## config.mk

```make
export PLATFORM = sky130hd
export DESIGN_NAME = tmr_bank
export DESIGN_NICKNAME = d
export VERILOG_FILES = /design/src/rtl/tmr_pkg.sv /design/src/rtl/tmr_prescale.sv /design/src/rtl/tmr_channel.sv /design/src/rtl/tmr_bank.sv
export SDC_FILE = /design/constraint.sdc
export NUM_CORES = 1
export LEC_CHECK = 0
export BUFFER_PORTS_ARGS = -buffer_cell sky130_fd_sc_hd__buf_2
export CELL_PAD_IN_SITES_DETAIL_PLACEMENT = 0
export CELL_PAD_IN_SITES_GLOBAL_PLACEMENT = 1
export CORE_UTILIZATION = 45
export DETAILED_ROUTE_END_ITERATION = 12
export GPL_TIMING_DRIVEN = 0
export PLACE_DENSITY = 0.78
export SLEW_MARGIN = 10
export SYNTH_ARGS = -nofsm -noshare
export SYNTH_HDL_FRONTEND = slang
export SYNTH_HIERARCHICAL = 1
export SYNTH_SLANG_ARGS = --single-unit
export TNS_END_PERCENT = 10
```

## constraint.sdc

```tcl
create_clock -name clk -period 7.4 [get_ports clk]
set_input_delay 0.37 -clock clk [delete_from_list [all_inputs] [get_ports clk]]
set_output_delay 0.37 -clock clk [all_outputs]
set_load 0.01 [all_outputs]
```

## src/rtl/tmr_pkg.sv

```systemverilog
package tmr_pkg;
  // prescaler cycle-count width (largest divisor is 1024)
  localparam int PRE_W    = 10;
  localparam int CTL_CASC = 2;
  localparam int CTL_IE   = 6;
  localparam int CTL_EN   = 7;

  // low-bit mask of the cycle count that must be all ones for a count
  function automatic logic [PRE_W-1:0] div_mask(input logic [1:0] code);
    int sh;
    sh = (code == 2'd0) ? 0 : 4 + 2 * int'(code);
    return PRE_W'((1 << sh) - 1);
  endfunction
endpackage

```

## src/rtl/tmr_prescale.sv

```systemverilog
module tmr_prescale
  import tmr_pkg::*;
(
  input  logic       clk,
  input  logic       rst,
  input  logic       run,
  input  logic [1:0] code,
  output logic       tick
);
  logic [PRE_W-1:0] acc_q;
  logic [PRE_W-1:0] mask;

  assign mask = div_mask(code);
  assign tick = run && ((acc_q & mask) == mask);

  always_ff @(posedge clk) begin
    if (rst) acc_q <= '0;
    else if (run) acc_q <= acc_q + 1'b1;
  end

  // residue is kept while the channel is not running
  a_r5_residue_kept: assert property (@(posedge clk) disable iff (rst)
    !run |=> $stable(acc_q));
endmodule

```

## src/rtl/tmr_channel.sv

```systemverilog
module tmr_channel
  import tmr_pkg::*;
#(
  parameter int CNT_W = 16
) (
  input  logic             clk,
  input  logic             rst,
  input  logic             cnt_we,
  input  logic             ctl_we,
  input  logic [CNT_W-1:0] wdata,
  input  logic             step,
  output logic [CNT_W-1:0] cnt,
  output logic [CNT_W-1:0] ctl,
  output logic             ovf,
  output logic             irq
);
  logic [CNT_W-1:0] cnt_q, rld_q, ctl_q;
  logic             irq_q;

  assign ovf = step && (cnt_q == '1);
  assign cnt = cnt_q;
  assign ctl = ctl_q;
  assign irq = irq_q;

  always_ff @(posedge clk) begin
    if (rst) begin
      cnt_q <= '0;
      rld_q <= '0;
      ctl_q <= '0;
      irq_q <= 1'b0;
    end else begin
      if (cnt_we) begin
        cnt_q <= wdata;
        rld_q <= wdata;
      end else if (ovf) begin
        cnt_q <= rld_q;
      end else if (step) begin
        cnt_q <= cnt_q + 1'b1;
      end
      if (ctl_we) ctl_q <= wdata;
      irq_q <= ovf && ctl_q[CTL_IE];
    end
  end

  // overflow loads the reload value
  a_r6_reload: assert property (@(posedge clk) disable iff (rst)
    (ovf && !cnt_we) |=> cnt_q == $past(rld_q));
  // an interrupt pulse coincides with the reloaded count
  a_r7_irq_reload: assert property (@(posedge clk) disable iff (rst)
    (irq_q && !$past(cnt_we)) |-> cnt_q == rld_q);
  // disabled channel holds
  a_r11_hold: assert property (@(posedge clk) disable iff (rst)
    (!ctl_q[CTL_EN] && !cnt_we) |=> $stable(cnt_q));
  // write wins over counting
  a_r12_write_wins: assert property (@(posedge clk) disable iff (rst)
    cnt_we |=> cnt_q == $past(wdata));
endmodule

```

## src/rtl/tmr_bank.sv

```systemverilog
module tmr_bank
  import tmr_pkg::*;
#(
  parameter int N_TMR   = 4,
  parameter int CNT_W   = 16,
  parameter int N_PULSE = 2
) (
  input  logic                           clk,
  input  logic                           rst,
  input  logic                           we,
  input  logic [$clog2(N_TMR):0]         addr,
  input  logic [CNT_W-1:0]               wdata,
  output logic [CNT_W-1:0]               rdata,
  output logic [N_TMR-1:0]               irq,
  output logic [N_PULSE-1:0]             ovf_pulse
);
  localparam int IDX_W = $clog2(N_TMR);

  logic [IDX_W-1:0] sel;
  logic             is_ctl;
  logic [CNT_W-1:0] cnt_a [N_TMR];
  logic [CNT_W-1:0] ctl_a [N_TMR];
  logic [N_TMR-1:0] step, ovf, tick, run;

  assign sel    = addr[IDX_W:1];
  assign is_ctl = addr[0];

  for (genvar i = 0; i < N_TMR; i++) begin : g_ch
    logic en, casc, cnt_we, ctl_we;
    assign en     = ctl_a[i][CTL_EN];
    assign casc   = ctl_a[i][CTL_CASC];
    assign cnt_we = we && !is_ctl && (sel == IDX_W'(i));
    assign ctl_we = we &&  is_ctl && (sel == IDX_W'(i));
    assign run[i] = en && !casc;

    tmr_prescale u_pre (
      .clk  (clk),
      .rst  (rst),
      .run  (run[i]),
      .code (ctl_a[i][1:0]),
      .tick (tick[i])
    );

    if (i == 0) begin : g_first
      assign step[i] = run[i] && tick[i];
      // channel 0 in chained mode never counts
      a_r10_first_frozen: assert property (@(posedge clk) disable iff (rst)
        (casc && !cnt_we) |=> $stable(cnt_a[i]));
    end else begin : g_chain
      assign step[i] = en && (casc ? ovf[i-1] : tick[i]);
      // chained channel holds unless the lower channel overflows
      a_r9_chain_idle: assert property (@(posedge clk) disable iff (rst)
        (en && casc && !ovf[i-1] && !cnt_we) |=> $stable(cnt_a[i]));
    end

    tmr_channel #(.CNT_W(CNT_W)) u_ch (
      .clk    (clk),
      .rst    (rst),
      .cnt_we (cnt_we),
      .ctl_we (ctl_we),
      .wdata  (wdata),
      .step   (step[i]),
      .cnt    (cnt_a[i]),
      .ctl    (ctl_a[i]),
      .ovf    (ovf[i]),
      .irq    (irq[i])
    );
  end

  always_ff @(posedge clk) begin
    if (rst) begin
      rdata     <= '0;
      ovf_pulse <= '0;
    end else begin
      if (int'(sel) < N_TMR) rdata <= is_ctl ? ctl_a[sel] : cnt_a[sel];
      else rdata <= '0;
      ovf_pulse <= ovf[N_PULSE-1:0];
    end
  end

  // a pulse follows an overflow of its channel
  a_r8_pulse_src: assert property (@(posedge clk) disable iff (rst)
    ovf_pulse[0] |-> $past(step[0]));
endmodule

```

Yosys cells after proc, flatten, opt, wreduce, memory -nomap -nowiden
Cells that the tools add are included.
Widths: inputs -> output; s select.
{ "word_totals": {"inputBits": 22, "out_inout_bits": 22, "register_bits": 254, "word_cells": 129} }
{ "classes": {"muxes": 26, "n_reduce_logical": 44, "bitwise": 5, "eq_ne": 11, "order_cmp": 1, "add_sub_neg": 16, "shifts": 4} }
{ "ops": {"columns": ["cell", "n"], "rows": [
  ["$mux 16", 17],
  ["$mux 32", 4],
  ["$shl 1x32->10 const A", 4],
  ["$add 16x1->16 const B", 4],
  ["$bmux 16 s2", 2],
  ["$eq 16x16->1 const B", 4],
  ["$add 10x1->10 const B", 4],
  ["$and 10x10->10", 4],
  ["$eq 10x10->1", 4],
  ["$sub 10x2->10 const B", 4],
  ["$logic_and 1x1->1", 30],
  ["$add 3x3->4 const A", 4],
  ["$reduce_bool 3->1", 4],
  ["$logic_not 2->1", 5],
  ["$logic_not 1->1", 5],
  ["$eq 2x2->1 const B", 2],
  ["$ge 3x3->1 const B", 1],
  ["$mux 1", 3],
  ["$not 2->3", 1],
  ["$eq 2x1->1 const B", 1]
]} }

Depth between registers and ports, before layout
Gate-level depths: netlist (run 1).
{ "depth": {"word_depth": 20, "depth_mapped": 30, "depth_no_buf": 29} }

Hierarchy
The synthesis (run 1) kept the hierarchy.
{ "by_module_without_submodules": {"columns": ["mod", "cells_each", "instances", "area_each_um2", "seq_area_each_um2"], "rows": [
  ["tmr_channel", 248, 4, 2252.2, 980.9],
  ["tmr_prescale", 53, 4, 476.7, 200.2],
  ["tmr_bank", 105, 1, 1503.9, 360.3]
]} }

Least setup slack after synthesis (run 1)
No wires, ideal clock.
{ "synth_timing": {"path_kind": "flip-flop to flip-flop", "start": "register g_ch[0].u_ch.ctl_q[7]", "end": "register g_ch[3].u_ch.cnt_q[4]", "setup_time_ns": 0.066, "required_ns": 7.334, "period_less_slack_ns": 5.584, "arrival_ns": 5.518, "stages_incl_launch_ff": 31, "n_path_buf": 2, "setup_slack_ns": 1.816, "cell_sequence": "dfxtp_1 > nor2b_1 > buf_6 > nand3_2 > a2111o_1 > o21ai_0 > and2_1 > and4_1 > nand2_1 > or2_4 > clkinv_1 > mux2i_1 > nor2b_1 > and4_1 > nand2_1 > or2_4 > clkinv_1 > mux2i_1 > nor2b_1 > and4_1 > nand2_1 > or2_4 > clkinv_1 > mux2i_1 > nor2b_1 > and4_1 > nand2_1 > or2_4 > buf_6 > mux2_4 > a21oi_2"} }
{ "synth_between": {"elab_chain_len": 15, "elab_cells_between_ends": 16, "cone_classes": "mux: 5; reduce/logical: 11"} }
{ "synth_lines": {"columns": ["item", "line", "source"], "rows": [
  ["from (decl)", "tmr_channel.sv:17", "logic [CNT_W-1:0] cnt_q, rld_q, ctl_q;"],
  ["from (signal assigned)", "tmr_channel.sv:40", "if (ctl_we) ctl_q <= wdata;"],
  ["$logic_and 1x1->1 *", "tmr_bank.sv:34", "assign run[i] = en && !casc;"],
  ["net run[0]", "tmr_bank.sv:23", "logic [N_TMR-1:0] step, ovf, tick, run;"],
  ["$logic_and 1x1->1 *", "tmr_prescale.sv:14", "assign tick = run && ((acc_q & mask) == mask);"],
  ["net tick[0]", "tmr_bank.sv:23", null],
  ["$logic_and 1x1->1 *", "tmr_bank.sv:45", "assign step[i] = run[i] && tick[i];"],
  ["net step[0]", "tmr_bank.sv:23", null],
  ["$logic_and 1x1->1 *", "tmr_channel.sv:20", "assign ovf = step && (cnt_q == '1);"],
  ["net ovf[0]", "tmr_bank.sv:23", null],
  ["[2 not listed]", null, null],
  ["net step[1]", "tmr_bank.sv:23", null],
  ["[1 not listed]", null, null],
  ["net ovf[1]", "tmr_bank.sv:23", null],
  ["[2 not listed]", null, null],
  ["net step[2]", "tmr_bank.sv:23", null],
  ["$logic_and 1x1->1 *", "tmr_channel.sv:20", null],
  ["net ovf[2]", "tmr_bank.sv:23", null],
  ["$mux 1 *", "tmr_bank.sv:50", "assign step[i] = en && (casc ? ovf[i-1] : tick[i]);"],
  ["$logic_and 1x1->1 *", "tmr_bank.sv:50", null],
  ["net step[3]", "tmr_bank.sv:23", null],
  ["$logic_and 1x1->1", "tmr_channel.sv:20", null],
  ["$mux 16", "tmr_channel.sv:35", "end else if (ovf) begin"],
  ["$mux 16", "tmr_channel.sv:32", "if (cnt_we) begin"],
  ["to (signal assigned)", "tmr_channel.sv:33", "cnt_q <= wdata;"],
  ["to (signal assigned)", "tmr_channel.sv:36", "cnt_q <= rld_q;"],
  ["to (signal assigned)", "tmr_channel.sv:38", "cnt_q <= cnt_q + 1'b1;"],
  ["to (decl)", "tmr_channel.sv:17", null]
]} }
The timed path passes the listed nets; every way through them passes the cells marked *.
A chain may end at the register's enable or synchronous reset.

Worst setup path in the final report (run 1)
{ "layout_timing": {"start": "register g_ch[0].u_ch.ctl_q[7]", "end": "register g_ch[3].u_ch.cnt_q[5]"} }
{ "layout_between": {"elab_chain_len": 15, "elab_cells_between_ends": 16, "cone_classes": "mux: 5; reduce/logical: 11"} }
{ "layout_lines": {"columns": ["item", "line"], "rows": [
  ["$logic_and 1x1->1 *", "tmr_bank.sv:34"],
  ["net run[0]", "tmr_bank.sv:23"],
  ["$logic_and 1x1->1 *", "tmr_prescale.sv:14"],
  ["net tick[0]", "tmr_bank.sv:23"],
  ["$logic_and 1x1->1 *", "tmr_bank.sv:45"],
  ["net step[0]", "tmr_bank.sv:23"],
  ["$logic_and 1x1->1 *", "tmr_channel.sv:20"],
  ["net ovf[0]", "tmr_bank.sv:23"],
  ["[2 not listed]", null],
  ["net step[1]", "tmr_bank.sv:23"],
  ["[1 not listed]", null],
  ["net ovf[1]", "tmr_bank.sv:23"],
  ["[2 not listed]", null],
  ["net step[2]", "tmr_bank.sv:23"],
  ["[1 not listed]", null],
  ["net ovf[2]", "tmr_bank.sv:23"],
  ["$mux 1 *", "tmr_bank.sv:50"],
  ["$logic_and 1x1->1 *", "tmr_bank.sv:50"],
  ["net step[3]", "tmr_bank.sv:23"],
  ["$logic_and 1x1->1 *", "tmr_channel.sv:20"],
  ["net ovf[3]", "tmr_bank.sv:23"],
  ["$mux 16", "tmr_channel.sv:35"],
  ["$mux 16", "tmr_channel.sv:32"]
]} }
Marks and branches as above.

==> run metrics, run 1 <==
outcome=finished clean; Worst-Margin Slew=around 0.81 ns; clock network fraction of total power=a little under half; Setup Skew=between 0.01 and 0.015 ns; initial antenna violation count=0; Residual DRC=0; port bufs=41; Netlist cell types=56; CP max stage delay=0.37 ns; Crit-path slowest cell=dfxtp_1; Post-Syn Area per Cell=roughly 9.5 sq um; Max Cap Viol=0; part of the cycle the worst path needs=93.3%; Die ar.=roughly 28000 sq um; R2R cell count=30; Core ar.=27000 sq um; Layout Area Growth over Synthesis=12.8%; clock sinks=254; drt total wl=about 37000 microns; DR vias/cell=5.97; share of cells above drive strength 1=12.5%; drt first pass iters=5; CTS tree=built; sequential cell area=5080 sq um; Psw=0.728 mW; Max clock buf depth=3; first-pass GRT wire length=57200 microns; post-synthesis sequential area ratio=40.9%; Hold Buf Count CTS=0; H-tree depth=1; DR vias=10400; WHS Path Cells=3; Syn Nets=around 1300; antenna fix cells=0; combinational power share=6.3%; Hold EP=g_ch[0].u_ch/rld_q[12]; internal power=2.30 mW; # nets final=1411; worst min path class=primary input to flip-flop; Final Max Tran Viols=0; GP Congestion=0.843; HP Start=wdata[12]; Hold WS=around 0.26 ns; Post-synth EDFFs=0; Inst Count DP=1691; Critical Path RT=approximately 7.9 ns; endpoints failing hold=0; final non-filler cell total=approximately 1700; Global Route Usage Sum=26.4%; DIE WIDTH=168 microns; Crit. End Element=flip-flop; vias in the first global route=9771; fmax=~140 MHz; Post-Syn Area=12400 sq um; max_slew headroom=~46%; CP startpoint kind=flip-flop; Num CTS Buffers=29; ys async rst share=0%; Ys Warns=6; Synth area leader=dfxtp_1; switching share of power=24.0%; postcts setup bufs=0; cells after synthesis=1309; Setup violations, final=0; RR Startpoint=g_ch[0].u_ch/ctl[7]; Power Dens Cells=216 nW/um^2; CTS clock-pin slew for the worst setup and hold paths=0.06 ns; top-area cell type share of the netlist area=40.9%; Total Negative Setup Slacks=0 ns; worst-path fanout max=10; routed wire length per instance=21.5 microns; Synth Register Bits=254; area of the multi-input gates=6800 sq um; Worst R2R Setup Slack=0.49 ns; row cnt=60; sequential power share=46.9%; Power Total=~3 mW; Critical Path AT=approximately 7.4 ns; synth top area cells=dfxtp_1 41%, mux2i_1 12%, nor2_1 6.5%; fill count=approximately 2500; Tmin final=6.91 ns; Initial Util=46.0%; P_leak=5.07 nW; largest net degree at the start of global routing=29; chip height=168 microns; reg-to-reg critical path endpoint=g_ch[3].u_ch/cnt[5]; Ports=44; RSZ-0062 raised after global routing=false; Root Buffer=clkbuf_16; Main synth FF type=dfxtp_1; worst vdd ir=about 0.2 mV; Congestion Overflow GR=0; Post-DP HPWL=between 20000 and 30000 microns; kind of critical path=flip-flop to flip-flop; clk_lat worst skew=around 0.55 ns; DR iter-0 viols=787; ANT nets after route=0
[critical path, delay by kind of cell, from the launching register on]
kind / cells / cell delay, ns
simple gates: 18 / 4.20
buf+inv: 5 / 1.01
compound gates: 4 / 0.77
mux: 3 / 0.43
flops: 1 / 0.37
[sequential cells by signal, indices dropped and copies added, names as in the netlist]
signal and cells:
g_ch.u_ch/rld_q 64, ovf_pulse 2, g_ch.u_ch/cnt 64, g_ch.u_ch/ctl 64
g_ch.u_pre/acc_q 40, rdata 16, g_ch.u_ch/irq 4
[cell usage in the layout, fill, tap and decap left out, drive strengths merged, types with 9 or more instances in the layout]
cell type  instances
nand2b            11
clkbuf            76
xnor2             28
nor2b             22
a21oi             68
dfxtp            254
nand2             62
buf               86
nand3             44
nor2             215
a22oi             24
or4               12
xor2              20
nand4             32
o21ai             32
o31ai             24
mux4              32
o32ai             16
and2               9
clkinv            12
and3              12
a22o              16
inv               28
mux2i            143
[power groups by stage]
stage,logic (mW),registers [mW],clock network [mW]
global placement,0.186,1.45,0
CTS,0.188,1.42,1.44
floorplan,0.117,1.44,0
global route,0.204,1.42,1.50
finish,0.190,1.42,1.42
detailed placement,0.188,1.45,0
[through the flow]
stage	cell area, sq um	util, %	worst slack (ns)
6_report	14000	51.9	0.493
2_1_floorplan	12400	-	1.82
4_1_cts	14000	51.8	0.170
5_1_grt	14000	51.9	0.0512
3_3_place_gp	13100	48.3	0.234
3_5_place_dp	13100	48.3	0.217
[routing by layer]
metal	GRT usage (%)	vias to the layer above	part of all wire, %
li1	-	4929	-
met1	34.7	5034	43
met2	44.2	373	47
met3	3.29	78	6.2
met4	10.2	0	3.9
met5	0	-	0
[worst max-delay path by stage]
stage	from	end	slack, ns
floorplan	g_ch[0].u_ch/ctl[7]	g_ch[3].u_ch/cnt[4]	1.82
global placement	g_ch[0].u_ch/ctl[7]	g_ch[3].u_ch/irq	0.23
detailed placement	g_ch[0].u_ch/ctl[7]	g_ch[3].u_ch/cnt[5]	0.22
CTS	g_ch[0].u_ch/ctl[7]	g_ch[3].u_ch/cnt[5]	0.17
global route	g_ch[0].u_ch/ctl[7]	g_ch[3].u_ch/cnt[3]	0.05
finish	g_ch[0].u_ch/ctl[7]	g_ch[3].u_ch/cnt[5]	0.49
[Yosys cell counts (9+ instances only)]
| cell type | number |
|---|---|
| mux4_2 | 23 |
| buf_6 | 9 |
| a21oi_1 | 64 |
| nand2_1 | 62 |
| a22o_1 | 16 |
| o21ai_0 | 32 |
| nor2_1 | 215 |
| nand3_1 | 40 |
| clkbuf_1 | 34 |
| inv_1 | 28 |
| buf_2 | 13 |
| nand2b_1 | 11 |
| a22oi_1 | 24 |
| nand4_1 | 24 |
| mux2i_1 | 143 |
| and3_1 | 12 |
| buf_1 | 17 |
| xnor2_1 | 28 |
| dfxtp_1 | 254 |
| nor2b_1 | 22 |
| xor2_1 | 20 |
| o31ai_1 | 24 |
| mux4_1 | 9 |
| or4_1 | 12 |
| o32ai_1 | 16 |
[cells by family after synthesis]
family	share of synthesized area [%]
AOI/OAI and AO/OA	14.0
xor gates and xnor gates	3.39
adders and majority gates	0.806
buffers and inverters	4.41
DFF	40.9
muxes	18.4
and+or+nand+nor	18.0
[timing repair]
item	4_1_cts	5_1_grt
gates resized for setup	0	6
endpoints found under the setup margin	0	16
hold endpoints to repair	0	0
[layout make-up]
class                   instances  area share (%)
plain buffers                  79            3.05
clock buffers                  42            6.17
clock inverters                11           0.589
inverters                      32           0.884
multi-input cells             944            48.5
flip-flops and latches        254            36.3
well taps                     341            3.04
repair buffers                 41            1.46
(Power assumes the default switching activity.)
==> run 2, diff against run 1 <==
--- a/config.mk
+++ b/config.mk
@@ -11,6 +11,7 @@
 export CORE_UTILIZATION = 45
 export DETAILED_ROUTE_END_ITERATION = 12
 export GPL_TIMING_DRIVEN = 0
+export MAX_ROUTING_LAYER = met4
 export PLACE_DENSITY = 0.78
 export SLEW_MARGIN = 10
 export SYNTH_ARGS = -nofsm -noshare
==> run 2 against run 1 <==
Compared with the run above: hold slack about the same; via count fell by 0.76%; combinational power barely moved; utilization did not move; first-iteration DRC count rose by 8.9%; critical endpoint unchanged; largest power group unchanged; highest routed layer unchanged.
==> run metrics, run 2 (synthesis gave the netlist of run 1 again) <==
outcome=finished clean (unchanged); kind of critical path=flip-flop to flip-flop (unchanged); H-tree depth=1 (unchanged); Tmin final=6.90 ns (was 6.91 ns); drt first pass iters=7 (was 5); DIE WIDTH=168 microns (unchanged); Layout Area Growth over Synthesis=12.8% (unchanged); worst min path class=primary input to flip-flop (unchanged); fmax=145 MHz (about the same); port bufs=41 (unchanged); # nets final=1411 (unchanged); Setup Skew=0.0124 ns (was 0.0117 ns); Final Max Tran Viols=0 (unchanged); WHS Path Cells=3 (unchanged); clock sinks=254 (unchanged); R2R cell count=30 (unchanged); CTS tree=built (unchanged); Post-DP HPWL=25600 microns (unchanged); largest net degree at the start of global routing=29 (unchanged); RSZ-0062 raised after global routing=false (unchanged); first-pass GRT wire length=57200 microns (about the same); share of cells above drive strength 1=12.5% (unchanged); Total Negative Setup Slacks=0 ns (unchanged); Core ar.=27000 sq um (unchanged); worst vdd ir=0.200 mV (was 0.199 mV); GP Congestion=0.857 (was 0.843); routed wire length per instance=21.5 microns (about the same); Worst R2R Setup Slack=0.50 ns (was 0.49 ns); fill count=2506 (unchanged); chip height=168 microns (unchanged); initial antenna violation count=0 (unchanged); Ports=44 (unchanged); ANT nets after route=0 (unchanged); DP Area=13100 sq um (unchanged); Setup violations, final=0 (unchanged); max_slew headroom=45.0% (was 46.3%); worst-path fanout max=10 (unchanged); Congestion Overflow GR=0 (unchanged); Inst Count DP=1691 (unchanged); endpoints failing hold=0 (unchanged); commonest cells after routing, fill and taps aside=254 x dfxtp_1, 214 x nor2_1, 143 x mux2i_1 (unchanged); part of the cycle the worst path needs=93.3% (about the same); Initial Util=46.0% (unchanged); CTS clock-pin slew for the worst setup and hold paths=0.06 ns (about the same); Num CTS Buffers=29 (unchanged); DR vias=10300 (was 10400); drt total wl=37500 microns (about the same); vias in the first global route=9747 (was 9771); commonest non-fill, non-tap cell in the layout=dfxtp_1 (unchanged); postcts setup bufs=0 (unchanged); Hold EP=g_ch[2].u_ch/cnt[12] (was g_ch[0].u_ch/rld_q[12]); Power Dens Cells=216 nW/um^2 (about the same); Post-Layout Inst Area=14000 sq um (unchanged); Residual DRC=0 (unchanged); P_leak=5.07 nW (unchanged); Critical Path RT=7.85 ns (about the same); Crit. End Element=flip-flop (unchanged); Die ar.=28300 sq um (unchanged); Critical Path AT=7.36 ns (about the same); DR iter-0 viols=857 (was 787); Max Cap Viol=0 (unchanged); row cnt=60 (unchanged); WP buf/inv=5 (unchanged); Global Route Usage Sum=27.1% (was 26.4%); DR vias/cell=5.93 (was 5.97); Root Buffer=clkbuf_16 (unchanged); CP startpoint kind=flip-flop (unchanged); final non-filler cell total=1744 (unchanged); antenna fix cells=0 (unchanged); crit-path leading delay family=simple AND/OR/NAND/NOR gates (unchanged); RR Startpoint=g_ch[0].u_ch/ctl[7] (unchanged); CP max stage delay=0.37 ns (about the same); HP Start=wdata[12] (unchanged); Worst-Margin Slew=0.824 ns (was 0.806 ns); Max clock buf depth=3 (unchanged); Crit-path slowest cell=dfxtp_1 (unchanged); clk_lat worst skew=0.55 ns (about the same); reg-to-reg critical path endpoint=g_ch[3].u_ch/cnt[5] (unchanged); Hold WS=0.261 ns (was 0.260 ns)
-- run 2: cell counts in the layout (fill, tap and decap cells not counted) --
No cell type changed its count.
-- run 2: per-layer routing --
metal	GRT usage [%]	part of all wire, %	vias up	wire length [microns]
li1	-	-	4927	-
met1	34.7	43	4992	16100
met2	44.1	47	338	17700
met3	3.29	6.4	78	2390
met4	10.2	3.6	0	1350
met5	-	0	-	0
-- run 2: final cells by class --
| cell class | count | area (sq um) | area share, % |
|---|---|---|---|
| timing repair buffer | 41 | 205 | 1.46 |
| inverter | 32 | 124 | 0.884 |
| sequential | 254 | 5080 | 36.3 |
| multi-input combinational | 944 | 6800 | 48.5 |
| clock inverter | 11 | 82.6 | 0.589 |
| buffer | 79 | 428 | 3.05 |
| clock buffer | 42 | 865 | 6.17 |
| tap | 341 | 427 | 3.04 |
-- run 2: worst register-to-register path, delay by kind of cell, from the launching register on --
kind,cells,cell delay [ns]
AND/OR/NAND/NOR,18,4.20
buffers and inverters,5,1.01
AO/OA/AOI/OAI,4,0.79
multiplexers,3,0.44
flip-flops,1,0.37
-- run 2: what timing repair did --
action                     CTS  global route
resized for setup            0             6
hold buffers                 0             0
setup endpoints to repair    0            16
-- run 2: through the flow --
step                      utilization [%]  setup WS, ns  power, mW
after floorplan                         -          1.82       1.56
after global placement               48.3         0.234       1.64
after detailed placement             48.3         0.217       1.64
after CTS                            51.8         0.170       3.05
after global routing                 51.9        0.0488       3.13
final                                51.9         0.499       3.03
-- run 2: how the worst max path moves through the flow --
stage / start / to / cells after the start
floorplan: g_ch[0].u_ch/ctl[7] / g_ch[3].u_ch/cnt[4] / 30
global placement: g_ch[0].u_ch/ctl[7] / g_ch[3].u_ch/irq / 29
detailed placement: g_ch[0].u_ch/ctl[7] / g_ch[3].u_ch/cnt[5] / 30
CTS: g_ch[0].u_ch/ctl[7] / g_ch[3].u_ch/cnt[5] / 30
global route: g_ch[0].u_ch/ctl[7] / g_ch[3].u_ch/cnt[3] / 30
finish: g_ch[0].u_ch/ctl[7] / g_ch[3].u_ch/cnt[5] / 30
-- run 2: where the power goes --
group | internal (mW) | total [mW] | switching, mW
clock | 0.839 | 1.42 | 0.580
sequential | 1.39 | 1.42 | 0.0268
combinational | 0.0697 | 0.190 | 0.120
total | 2.30 | 3.03 | 0.727
